File: config.mk
export PLATFORM = sky130hd
export DESIGN_NAME = recall_supervisor
export DESIGN_NICKNAME = d
export VERILOG_FILES = /design/src/rtl/recall_supervisor.sv
export SDC_FILE = /design/constraint.sdc
export NUM_CORES = 1
export LEC_CHECK = 0
export ABC_AREA = 1
export BUFFER_PORTS_ARGS = -buffer_cell sky130_fd_sc_hd__buf_2
export CORE_MARGIN = 2
export CORE_UTILIZATION = 31
export DETAILED_ROUTE_END_ITERATION = 10
export REMOVE_ABC_BUFFERS = 1
export SKIP_CTS_REPAIR_TIMING = 1
export SYNTH_ARGS = -nofsm -noshare
export SYNTH_HDL_FRONTEND = slang
export SYNTH_SLANG_ARGS = --single-unit
File: constraint.sdc
create_clock -name clk -period 1.4 [get_ports clk]
set_clock_uncertainty 0.05 [all_clocks]
set_input_delay 0.07 -clock clk [delete_from_list [all_inputs] [get_ports clk]]
set_output_delay 0.07 -clock clk [all_outputs]
set_load 0.02 [all_outputs]
File: src/rtl/recall_supervisor.sv
module recall_supervisor #(
  parameter int RESTORE_CYCLES = 55000
) (
  input  logic clk,
  input  logic rst_n,
  input  logic vcc_lt_reset_i,
  input  logic vcc_lt_switch_i,
  input  logic store_req_i,
  output logic store_en_o,
  output logic recall_start_o,
  output logic busy_o,
  output logic out_hiz_o,
  output logic ready_o
);
  localparam int CW = $clog2(RESTORE_CYCLES + 1);

  logic          req_q, busy_q, start_q;
  logic [CW-1:0] cnt_q;
  logic          supply_low, deep_dip, launch;

  assign deep_dip   = vcc_lt_reset_i;
  assign supply_low = vcc_lt_switch_i | vcc_lt_reset_i;
  assign launch     = req_q & ~busy_q & ~supply_low;

  always_ff @(posedge clk or negedge rst_n) begin
    if (!rst_n) begin
      req_q   <= 1'b1;
      busy_q  <= 1'b0;
      start_q <= 1'b0;
      cnt_q   <= '0;
    end else begin
      start_q <= launch;
      if (deep_dip)    req_q <= 1'b1;
      else if (launch) req_q <= 1'b0;
      if (launch) begin
        busy_q <= 1'b1;
        cnt_q  <= CW'(RESTORE_CYCLES);
      end else if (busy_q) begin
        if (cnt_q == CW'(1)) busy_q <= 1'b0;
        cnt_q <= cnt_q - CW'(1);
      end
    end
  end

  assign recall_start_o = start_q;
  assign busy_o         = busy_q;
  assign out_hiz_o      = busy_q;
  assign ready_o        = ~busy_q & ~req_q & ~supply_low;
  assign store_en_o     = store_req_i & ~supply_low & ~busy_q;
endmodule

### Word-level counts from Yosys, hierarchy flattened

Cells that the tools add are included.

* register bits after elaboration: 19
* input bits: 5
* output and inout bits: 5
* logic and storage cells: 25

* add/subtract/negate cells: 1
* equal/unequal tests: 1
* mux-type cells: 7
* bitwise operators: 10
* reduce and logical (&&, ||, !) cells: 2

Operators with widths (count)
* 2-to-1 mux 16 bit: 2
* equality test 16 x 1 -> 1 bit (second input constant): 1
* subtractor 16 x 1 -> 16 bit (second input constant): 1
* AND 1 bit: 6
* 2-to-1 mux 1 bit: 5
* nonzero test 2 bit: 2
* NOT 1 bit: 3
* OR 1 bit: 1

### Logic depth before layout (Yosys ltp)

Gate-level depths: netlist (run 1).

* depth after elaboration: 5
* depth in mapped cells: 9
* gate-level depth less buffers: 9

### Worst setup path before layout (run 1)

OpenSTA, ideal clock, no wires.

* kind: register -> register
* start point: register cnt_q[0]
* end point: register cnt_q[14]
* library setup time: 0.125 ns
* arrival: 1.184 ns
* required time: 1.225 ns
* setup slack: 0.041 ns
* cell stages (with the launch flop): 10
* path buffers: 0
* period minus slack after synthesis: 1.359 ns
* cells stage by stage: dfrtp_1 > inv_1 > ha_1 > nand2_4 > inv_4 > nand2_2 > nor2_4 > nand3_1 > nand2_1 > nand3_1

* longest elaborated chain between the ends: 3

RTL lines
* from (decl): RTL line 18 `logic [CW-1:0] cnt_q;`
* from (signal assigned): RTL line 37 `cnt_q <= CW'(RESTORE_CYCLES);`
* from (signal assigned): RTL line 40 `cnt_q <= cnt_q - CW'(1);`
* subtractor 16 x 1 -> 16 bit: RTL line 40
* 2-to-1 mux 16 bit: RTL line 38 `end else if (busy_q) begin`
* 2-to-1 mux 16 bit: RTL line 35 `if (launch) begin`

Every way passes these cells. The select of a mux whose other input is x is not followed.
A chain may end at the register's enable or synchronous reset.

### Final worst setup path (run 1)

* start point: register busy_q, in the netlist busy_o
* end point: output port store_en_o

* longest elaborated chain between the ends: 2

RTL lines
* from (decl): RTL line 17 `logic req_q, busy_q, start_q;`
* from (signal assigned): RTL line 28 `busy_q <= 1'b0;`
* from (signal assigned): RTL line 36 `busy_q <= 1'b1;`
* from (signal assigned): RTL line 39 `if (cnt_q == CW'(1)) busy_q <= 1'b0;`
* NOT 1 bit: RTL line 49 `assign store_en_o = store_req_i & ~supply_low & ~busy_q;`
* AND 1 bit: RTL line 49
* to (decl): RTL line 9 `output logic store_en_o,`

Every way passes these cells.

==> results of run 1 <==
[worst reg2reg max path: stages, from the launching register on]
cell,delay [ns]
dfrtp_1,0.39
inv_1,0.12
ha_4,0.15
nand2_4,0.06
inv_4,0.05
nand3_2,0.09
o21ai_0,0.19
nand3_1,0.09
[Yosys cell counts (all sizes together)]
cell type	count	area share [%]
nor2	30	15
ha	2	2.2
nand4	2	1.6
inv	21	7.5
nand3b	1	0.65
o22ai	1	0.54
nor3	1	0.43
dfstp	1	2.3
nand2	31	11
xor2	1	0.76
dfrtp	18	39
nand3	17	10
a21oi	7	3.7
o21ai	6	2.6
buf	3	2.3
[cells in the final DEF (no fill, tap or decap), types with 2 or more instances in the layout]
| master | instances |
|---|---|
| nand2_1 | 27 |
| inv_1 | 18 |
| nand3_1 | 14 |
| dfrtp_1 | 17 |
| buf_2 | 9 |
| a21oi_1 | 5 |
| nor2_1 | 21 |
| nand2_2 | 3 |
| nor2_8 | 2 |
| nand3_4 | 2 |
| a21oi_2 | 2 |
| o21ai_0 | 5 |
| clkbuf_8 | 3 |
| nor2_4 | 3 |
| buf_4 | 9 |
| nor2_2 | 4 |
[through the flow]
stage	setup WS, ns	std cells	power [mW]	setup TNS, ns
after global routing	0.00411	210	0.998	0
after CTS	-0.0793	206	0.978	-0.149
after floorplan	-0.0853	139	0.564	-0.327
after detailed placement	0.0791	202	0.582	0
final	0.0941	210	0.953	0
after global placement	0.102	202	0.581	0
[power by group through the flow]
stage	sequential, mW	clock, mW	combinational (mW)
after floorplan	0.559	0	0.00477
after global placement	0.559	0	0.0213
after detailed placement	0.559	0	0.0227
after CTS	0.548	0.407	0.0225
after global routing	0.548	0.423	0.0264
final	0.549	0.381	0.0230
[flip-flops by register name, summed over array words and instances (netlist names)]
name / cells
req_q: 1
recall_start_o: 1
cnt_q: 16
busy_o: 1
[how the worst max path moves through the flow]
stage,to,slack (ns),cells past startpoint
2_1_floorplan,cnt_q[14],-0.09,7
3_3_place_gp,cnt_q[0],0.10,5
3_5_place_dp,cnt_q[14],0.08,7
4_1_cts,ready_o,-0.08,4
5_1_grt,cnt_q[12],0.004,6
6_report,store_en_o,0.09,4
[routing by layer]
| metal | GRT usage [%] | vias up |
|---|---|---|
| li1 | - | 483 |
| met1 | 15.8 | 417 |
| met2 | 19.6 | 14 |
| met3 | 2.78 | 4 |
| met4 | 3.13 | 0 |
| met5 | 0 | - |
[area by class of cell]
| cell class | instances | area share (%) |
|---|---|---|
| clock inverter | 1 | 0.364 |
| timing repair buffer | 19 | 8.93 |
| tap | 48 | 4.37 |
| clock buffer | 3 | 3.01 |
| inverter | 21 | 6.28 |
| multi-input combinational | 99 | 42.3 |
| sequential | 19 | 34.8 |
[cell families after synthesis]
kind of cell | Yosys count
buffers and inverters | 24
flip-flops | 19
AND/OR/NAND/NOR | 82
AO/OA/AOI/OAI | 14
adder cells (fa/ha/maj) | 2
XOR/XNOR | 1
==> metrics.md, run 1 <==
| Metric | Value |
|---|---|
| Vias in the first global route | ~860 |
| Max Used Layer | met4 |
| Peak supply drop | 0.615 mV |
| Hold EP | req_q |
| Residual DRC | 0 |
| Syn_area_per_cell | 8.13 um^2 |
| Status | finished, final reports clean |
| Largest net degree at the start of global routing | 20 |
| Vias/cell | ~4.4 |
| WL/cell | about 10 um |
| Worst path arrival time | 1.19 ns |
| Pins Over Slew Limit | 0 |
| Met3 routed WL | roughly 70 um |
| HP Class | in2reg |
| Total CTS buffers | 3 |
| Netlist cell types | 29 |
| Hold slack | 0.0864 ns |
| Critical R2R Launch | cnt_q[0] |
| GP Congestion | slightly above 0.8 |
| Critical path's top delay family | flip-flops |
| Final Hold Vio Count | 0 |
| Worst hold path depth | 3 |
| Met2 routed WL | 1.03 mm |
| Mux share of post-synthesis cell area | 0% |
| RR Endpoint | cnt_q[10] |
| WP buf/inv | 2 |
| Final min period | 1.31 ns |
| Routed metal-1 wire length | 1.07 mm |
| Int Pwr | 0.753 mW |
| Worst-Margin Slew | 0.435 ns |
| Worst EP required | 1.28 ns |
| CP Launch Type | register |
| Core footprint | 3630 um^2 |
| Worst R2R Setup Slack | 0.10 ns |
| # rows | 22 |
| CTS tree | done |
| Synth Cell Area | ~1200 um^2 |
| Synth Area in XOR/XNOR | 0.758% |
| GR Overflow Total | 0 |
| Routed Antenna Nets | 0 |
| Compound-cell area share of the yosys netlist | 6.83% |
| First-pass GRT wire length | 3.91 mm |
| Layout cells sized above 1 | between 20% and 30% |
| Seq/Total Area, Yosys | 41.3% |
| Ports | 10 |
| Latest clock arrival within the worst-skew pair | approximately 0.25 ns |
| Diodes inserted | 0 |
| Clock power share | 40.0% |
| Yosys reg bits | 19 |
| Root Driver | clkbuf_8 |
| Slowest CP cell | dfrtp_2 |
| MaxCap Viol Count | 0 |
| Worst setup path start | busy_o |
| Die height | 65.0 um |
| Slowest Stage Delay on Critical Path | roughly 0.46 ns |
| Post-Synth Adder-Cell Area | 2.17% |
| Final setup vio count | 0 |
| Worst setup EP type | output port |
| Die area | around 4200 um^2 |
| Normalized max-slew margin | 71.0% |
| YS warnings | 0 |
| Largest family of logic cells by synthesized area | simple AND/OR/NAND/NOR gates |
| Post-Synth Simple-Gate Area | just under 40% |
| Sw Ratio | a little over a fifth |
| Placed Area | 1280 um^2 |
| Critical Path Fanout Max | 5 |
| Die width | approximately 65 um |
| CTS HTree Levels | 1 |
| Area grow syn2layout | 19.0% |
| Vias | 918 |
| Final WL | 2.19 mm |
| Crit path kind | reg2out |
| RSZ-0062 raised after global routing | no |
| FF/Latch Area | 478 um^2 |
| Final instance area | 1370 um^2 |
| Crit-path cells | inv_6 -> nand3_4 -> nor2_1 -> buf_2 |
| Clock slew at reported path FFs | 0.07 ns |
| NetSw | 0.200 mW |
| Port Buffers | 9 |
| Combinational Power Share | 2.4% |
| DP HPWL | 1.76 mm |
| Area of the multi-input gates | 581 um^2 |
| Starting Density | 31.8% |
| Fin crit share | 93.3% |
| Pwr/cell area | 694 nW/um^2 |
| Max Buffers Root-to-Sink | 2 |
| Worst Min Path Start | vcc_lt_reset_i |
| Initial antenna violation count | 0 |
| GRT Overall Usage | 11.9% |
| Pre-antenna DRT Iters | 4 |
| # fillers | 386 |
| Post-Route Utilization | between 30% and 40% |
| Cell count after synthesis | 142 |
| Sequential share of power | 57.6% |
| Leakage power | 0.666 nW |
| Sink Count | 19 |
| Fin nets | 170 |
| Reg2Reg Depth | 7 |
| Fmax | 766 MHz |
| Iter 0 DRT Violations | 25 |
(Power assumes the default switching activity.)
==> inputs of run 2 (changes only) <==
==> constraint.sdc (replaced) <==
create_clock -name clk -period 1.2 [get_ports clk]
set_clock_uncertainty 0.05 [all_clocks]
set_input_delay 0.06 -clock clk [delete_from_list [all_inputs] [get_ports clk]]
set_output_delay 0.06 -clock clk [all_outputs]
set_load 0.02 [all_outputs]
==> metrics.md, run 2 (synthesis results as in run 1) <==
| Metric | Value |
|---|---|
| Status | finished with violations |
| Failing checks | setup timing |
| # rows | 22 |
| Residual DRC | 0 |
| Fmax | around 750 MHz |
| Max Buffers Root-to-Sink | 2 |
| GRT Overall Usage | about an eighth |
| Normalized max-slew margin | about 71% |
| Final setup vio count | 16 |
| Slowest CP cell | dfrtp_1 |
| WL/cell | approximately 12 um |
| NetSw | roughly 0.24 mW |
| Pins Over Slew Limit | 0 |
| Most frequent cells in the layout | nand2_1 (22), buf_4 (21), dfrtp_1 (17) |
| Vias in the first global route | roughly 950 |
| Initial antenna violation count | 0 |
| Biggest register | cnt_q |
| Combinational Power Share | 2.6% |
| Port Buffers | 9 |
| Layout cells sized above 1 | 45.5% |
| HP Class | in2reg |
| Crit-path cells | buf_6 -> nor2_4 -> nand3_4 -> buf_4 -> a21oi_1 -> o21ai_1 |
| CP Launch Type | register |
| Final setup margin | -0.125 ns |
| Worst EP required | between 1 and 1.5 ns |
| Die area | approximately 4200 um^2 |
| Area grow syn2layout | 37.8% |
| Peak supply drop | about 0.33 mV |
| Pre-antenna DRT Iters | 4 |
| Worst-Margin Slew | 0.442 ns |
| Latest clock arrival within the worst-skew pair | 0.26 ns |
| Pwr/cell area | 704 nW/um^2 |
| Sw Ratio | 21.6% |
| Vias/cell | 4.55 |
| Fin nets | 184 |
| Clock slew at reported path FFs | 0.07 ns |
| Root Driver | clkbuf_8 |
| Worst setup EP type | register |
| Slowest Stage Delay on Critical Path | roughly 0.4 ns |
| CTS HTree Levels | 1 |
| Largest net degree at the start of global routing | 20 |
| Leakage power | 0.783 nW |
| RSZ-0062 raised after global routing | yes |
| Post-Route Utilization | 43.8% |
| MaxCap Viol Count | 0 |
| Total CTS buffers | 3 |
| Worst path arrival time | 1.41 ns |
| Die width | approximately 65 um |
| Most common cell after layout, fill and taps aside | nand2_1 |
| Power Total | 1.12 mW |
| Dpl cells | roughly 210 |
| Iter 0 DRT Violations | 24 |
| DP HPWL | 1.89 mm |
| First-pass GRT wire length | 4.21 mm |
| CTS tree | done |
| Die height | approximately 65 um |
| Cell Count, Final, Fillers Out | 224 |
| Starting Density | 31.8% |
| Sink Count | 19 |
| Fin crit share | 110% |
| GR Overflow Total | 0 |
| Ports | 10 |
| GP Congestion | 0.790 |
| Routed Antenna Nets | 0 |
| Diodes inserted | 0 |
| Critical Path Fanout Max | 3 |
| Sequential share of power | 57.1% |
| Int Pwr | around 0.88 mW |
| Crit path kind | reg2reg |
| Final Hold Vio Count | 0 |
| Vias | 1020 |
| Core footprint | 3630 um^2 |
| Final WL | between 2 and 3 mm |
| Critical path's top delay family | flip-flops |
| Clock power share | 40.3% |
| WP buf/inv | 2 |
| Max FFs per register | 16 |
| Final min period | 1.32 ns |
==> run 2: cell count changes in the layout (fill, tap and decap cells not counted), moves of 2 or more <==
cell | previous run | this run
nand2_2 | 3 | 6
o21ai_0 | 5 | 2
buf_6 | 0 | 3
nand2_4 | 1 | 3
nand2_1 | 27 | 22
o21ai_1 | 1 | 3
nand3_1 | 14 | 9
nor2_2 | 4 | 8
nor2_1 | 21 | 16
buf_4 | 9 | 21
inv_1 | 18 | 16
buf_2 | 9 | 7
nand3_2 | 1 | 6
==> run 2: routing by layer <==
| layer | share of wire, % | wire [um] | track usage [%] | vias to the layer above |
|---|---|---|---|---|
| li1 | - | - | - | 520 |
| met1 | 44 | 1180 | 16.6 | 486 |
| met2 | 53 | 1410 | 22.7 | 12 |
| met3 | 2.2 | 59 | 2.60 | 2 |
| met4 | 0.52 | 14 | 3.13 | 0 |
| met5 | 0 | 0 | 0 | - |
==> run 2: cell type report <==
type / instances / area, um^2
clock buffer: 3 / 41.3
clock inverter: 1 / 5.00
sequential: 19 / 478
multi-input combinational: 99 / 662
fill: 384 / 2040
timing repair buffer: 33 / 256
inverter: 21 / 88.8
tap: 48 / 60.1
==> run 2: stage by stage <==
| step | TNS (ns) | worst slack, ns | instance area, um^2 | hold slack (ns) |
|---|---|---|---|---|
| after floorplan | -3.78 | -0.285 | 1130 | -0.286 |
| after global placement | -0.749 | -0.124 | 1350 | -0.0239 |
| after detailed placement | -1.58 | -0.165 | 1350 | -0.00593 |
| after CTS | -2.37 | -0.242 | 1400 | -0.291 |
| after global routing | -2.24 | -0.185 | 1590 | 0.109 |
| final | -0.909 | -0.125 | 1590 | 0.0991 |
==> run 2: worst paths after layout <==
kind	start	to	slack, ns	depth (start not counted)
max in group asynchronous	rst_n	req_q	0.55	2
worst min-delay path	vcc_lt_reset_i	req_q	0.1	3
worst min register to register	cnt_q[15]	cnt_q[15]	0.47	2
min in group asynchronous	rst_n	cnt_q[4]	0.22	2
worst max-delay path	cnt_q[1]	cnt_q[3]	-0.12	6
worst max register to register	cnt_q[1]	cnt_q[3]	-0.12	6
==> run 2: power by group through the flow <==
stage | Combinational [mW] | Clock (mW) | Sequential (mW)
CTS | 0.0274 | 0.468 | 0.640
detailed placement | 0.0274 | 0 | 0.652
finish | 0.0290 | 0.452 | 0.640
floorplan | 0.00557 | 0 | 0.653
global placement | 0.0245 | 0 | 0.652
global route | 0.0334 | 0.496 | 0.640
==> run 2: tightest hold or removal path, delay by kind of cell <==
kind | cells | cell delay, ns
AOI/OAI and AO/OA | 1 | 0.08
buffers and inverters | 2 | 0.27
==> inputs of run 3 (changes only) <==
--- a/config.mk
+++ b/config.mk
@@ -10,7 +10,7 @@
 export CORE_MARGIN = 2
 export CORE_UTILIZATION = 31
 export DETAILED_ROUTE_END_ITERATION = 10
-export REMOVE_ABC_BUFFERS = 1
+export MAX_ROUTING_LAYER = met4
 export SKIP_CTS_REPAIR_TIMING = 1
 export SYNTH_ARGS = -nofsm -noshare
 export SYNTH_HDL_FRONTEND = slang
==> metrics.md, run 3 (synthesis results as in run 1) <==
| Metric | Value |
|---|---|
| Total CTS buffers | 3 |
| Ports | 10 |
| Failing checks | setup timing |
| Fmax | approximately 800 MHz |
| Vias in the first global route | 967 |
| Hold slack | ~0.11 ns |
| Crit path kind | reg2out |
| Max Buffers Root-to-Sink | 2 |
| CTS tree | done |
| Leakage power | between 0.7 and 0.8 nW |
| Root Driver | clkbuf_8 |
| Largest net degree at the start of global routing | 20 |
| # fillers | around 370 |
| Port Buffers | 9 |
| Latest clock arrival within the worst-skew pair | 0.27 ns |
| Most common cell after layout, fill and taps aside | nand2_1 |
| Peak supply drop | between 0.5 and 0.6 mV |
| Clock slew at reported path FFs | 0.08 ns |
| Residual DRC | 0 |
| Cell Count, Final, Fillers Out | 219 |
| Vias | between 1000 and 1500 |
| Diodes inserted | 0 |
| MaxCap Viol Count | 0 |
| Worst-Margin Slew | 0.467 ns |
| Dpl cells | 210 |
| Final setup margin | -0.0804 ns |
| Area grow syn2layout | 34.8% |
| Placed Area | 1360 um^2 |
| Biggest register | cnt_q |
| Power Total | 1.13 mW |
| CP Launch Type | register |
| FF/Latch Area | 478 um^2 |
| RSZ-0062 raised after global routing | yes |
| # rows | 22 |
| Status | finished with violations |
| WL/cell | 11.3 um |
| Syn Nets | 149 |
| Pwr/cell area | 723 nW/um^2 |
| Core footprint | 3630 um^2 |
| Starting Density | 31.8% |
| Vias/cell | 4.61 |
| Worst path arrival time | about 1.2 ns |
| Initial antenna violation count | 0 |
| Sink Count | 19 |
| Final setup vio count | 11 |
| Fin nets | 179 |
| First-pass GRT wire length | 4.10 mm |
| Normalized max-slew margin | 68.9% |
| Pre-antenna DRT Iters | 6 |
| Iter 0 DRT Violations | 36 |
| Max FFs per register | 16 |
| DP HPWL | between 1.5 and 2 mm |
| Final Hold Vio Count | 0 |
| Die area | between 4000 and 5000 um^2 |
| GP Congestion | between 0.8 and 0.9 |
| GR Overflow Total | 0 |
| Fin crit share | 107% |
| Final min period | 1.28 ns |
| Final instance area | 1560 um^2 |
| Critical Path Fanout Max | 6 |
| HP Class | in2reg |
| Worst EP required | 1.09 ns |
| Most frequent cells in the layout | nand2_1 (26), dfrtp_1 (17), inv_1 (16) |
| Worst setup EP type | output port |
| Layout cells sized above 1 | 41.5% |
| Pins Over Slew Limit | 0 |
| Area of the multi-input gates | 668 um^2 |
| Routed Antenna Nets | 0 |
| Die height | 65.0 um |
| Die width | roughly 65 um |
| CTS HTree Levels | 1 |
| GRT Overall Usage | 13.0% |
| Final WL | 2.47 mm |
[run 3: critical path: stages, from the launching register on]
cell and delay, ns:
dfrtp_2 0.47, clkinv_4 0.09, nand3_4 0.11, nor2_4 0.11
buf_6 0.12
[run 3: routing by layer]
metal / vias up / routed length, um / GRT usage (%)
met4: 0 / 46 / 4.95
li1: 511 / - / -
met5: - / 0 / -
met2: 15 / 1280 / 22.0
met1: 477 / 1060 / 14.5
met3: 7 / 82 / 3.65
[run 3: layout make-up]
type	instances	share of cell area, %
Multi-Input combinational cell	99	42.9
Sequential cell	19	30.7
Timing Repair Buffer	28	14.0
Inverter	21	5.55
Tap cell	48	3.86
Clock buffer	3	2.65
Clock inverter	1	0.322
[run 3: worst paths after layout]
kind	slack (ns)	endpoint	start	cells past startpoint
max	-0.08	ready_o	busy_o	4
min	0.11	req_q	vcc_lt_reset_i	3
max reg2reg	-0.07	cnt_q[6]	busy_o	6
min reg2reg	0.44	cnt_q[15]	cnt_q[15]	2
max in group asynchronous	0.52	req_q	rst_n	2
min in group asynchronous	0.22	cnt_q[15]	rst_n	2
[run 3: power breakdown]
| group | total (mW) | switching, mW | internal (mW) |
|---|---|---|---|
| clock | 0.456 | 0.224 | 0.231 |
| sequential | 0.640 | 0 | 0.640 |
| combinational | 0.0302 | 0.0221 | 0.00809 |
[run 3: through the flow]
stage               worst slack, ns  setup TNS, ns  util (%)
finish                      -0.0804         -0.503      42.8
global route                 -0.154          -1.70      42.8
CTS                          -0.199         -0.787      38.6
detailed placement          -0.0736         -0.340      37.4
global placement            -0.0318         -0.145      37.4
floorplan                   -0.0346        -0.0568         -
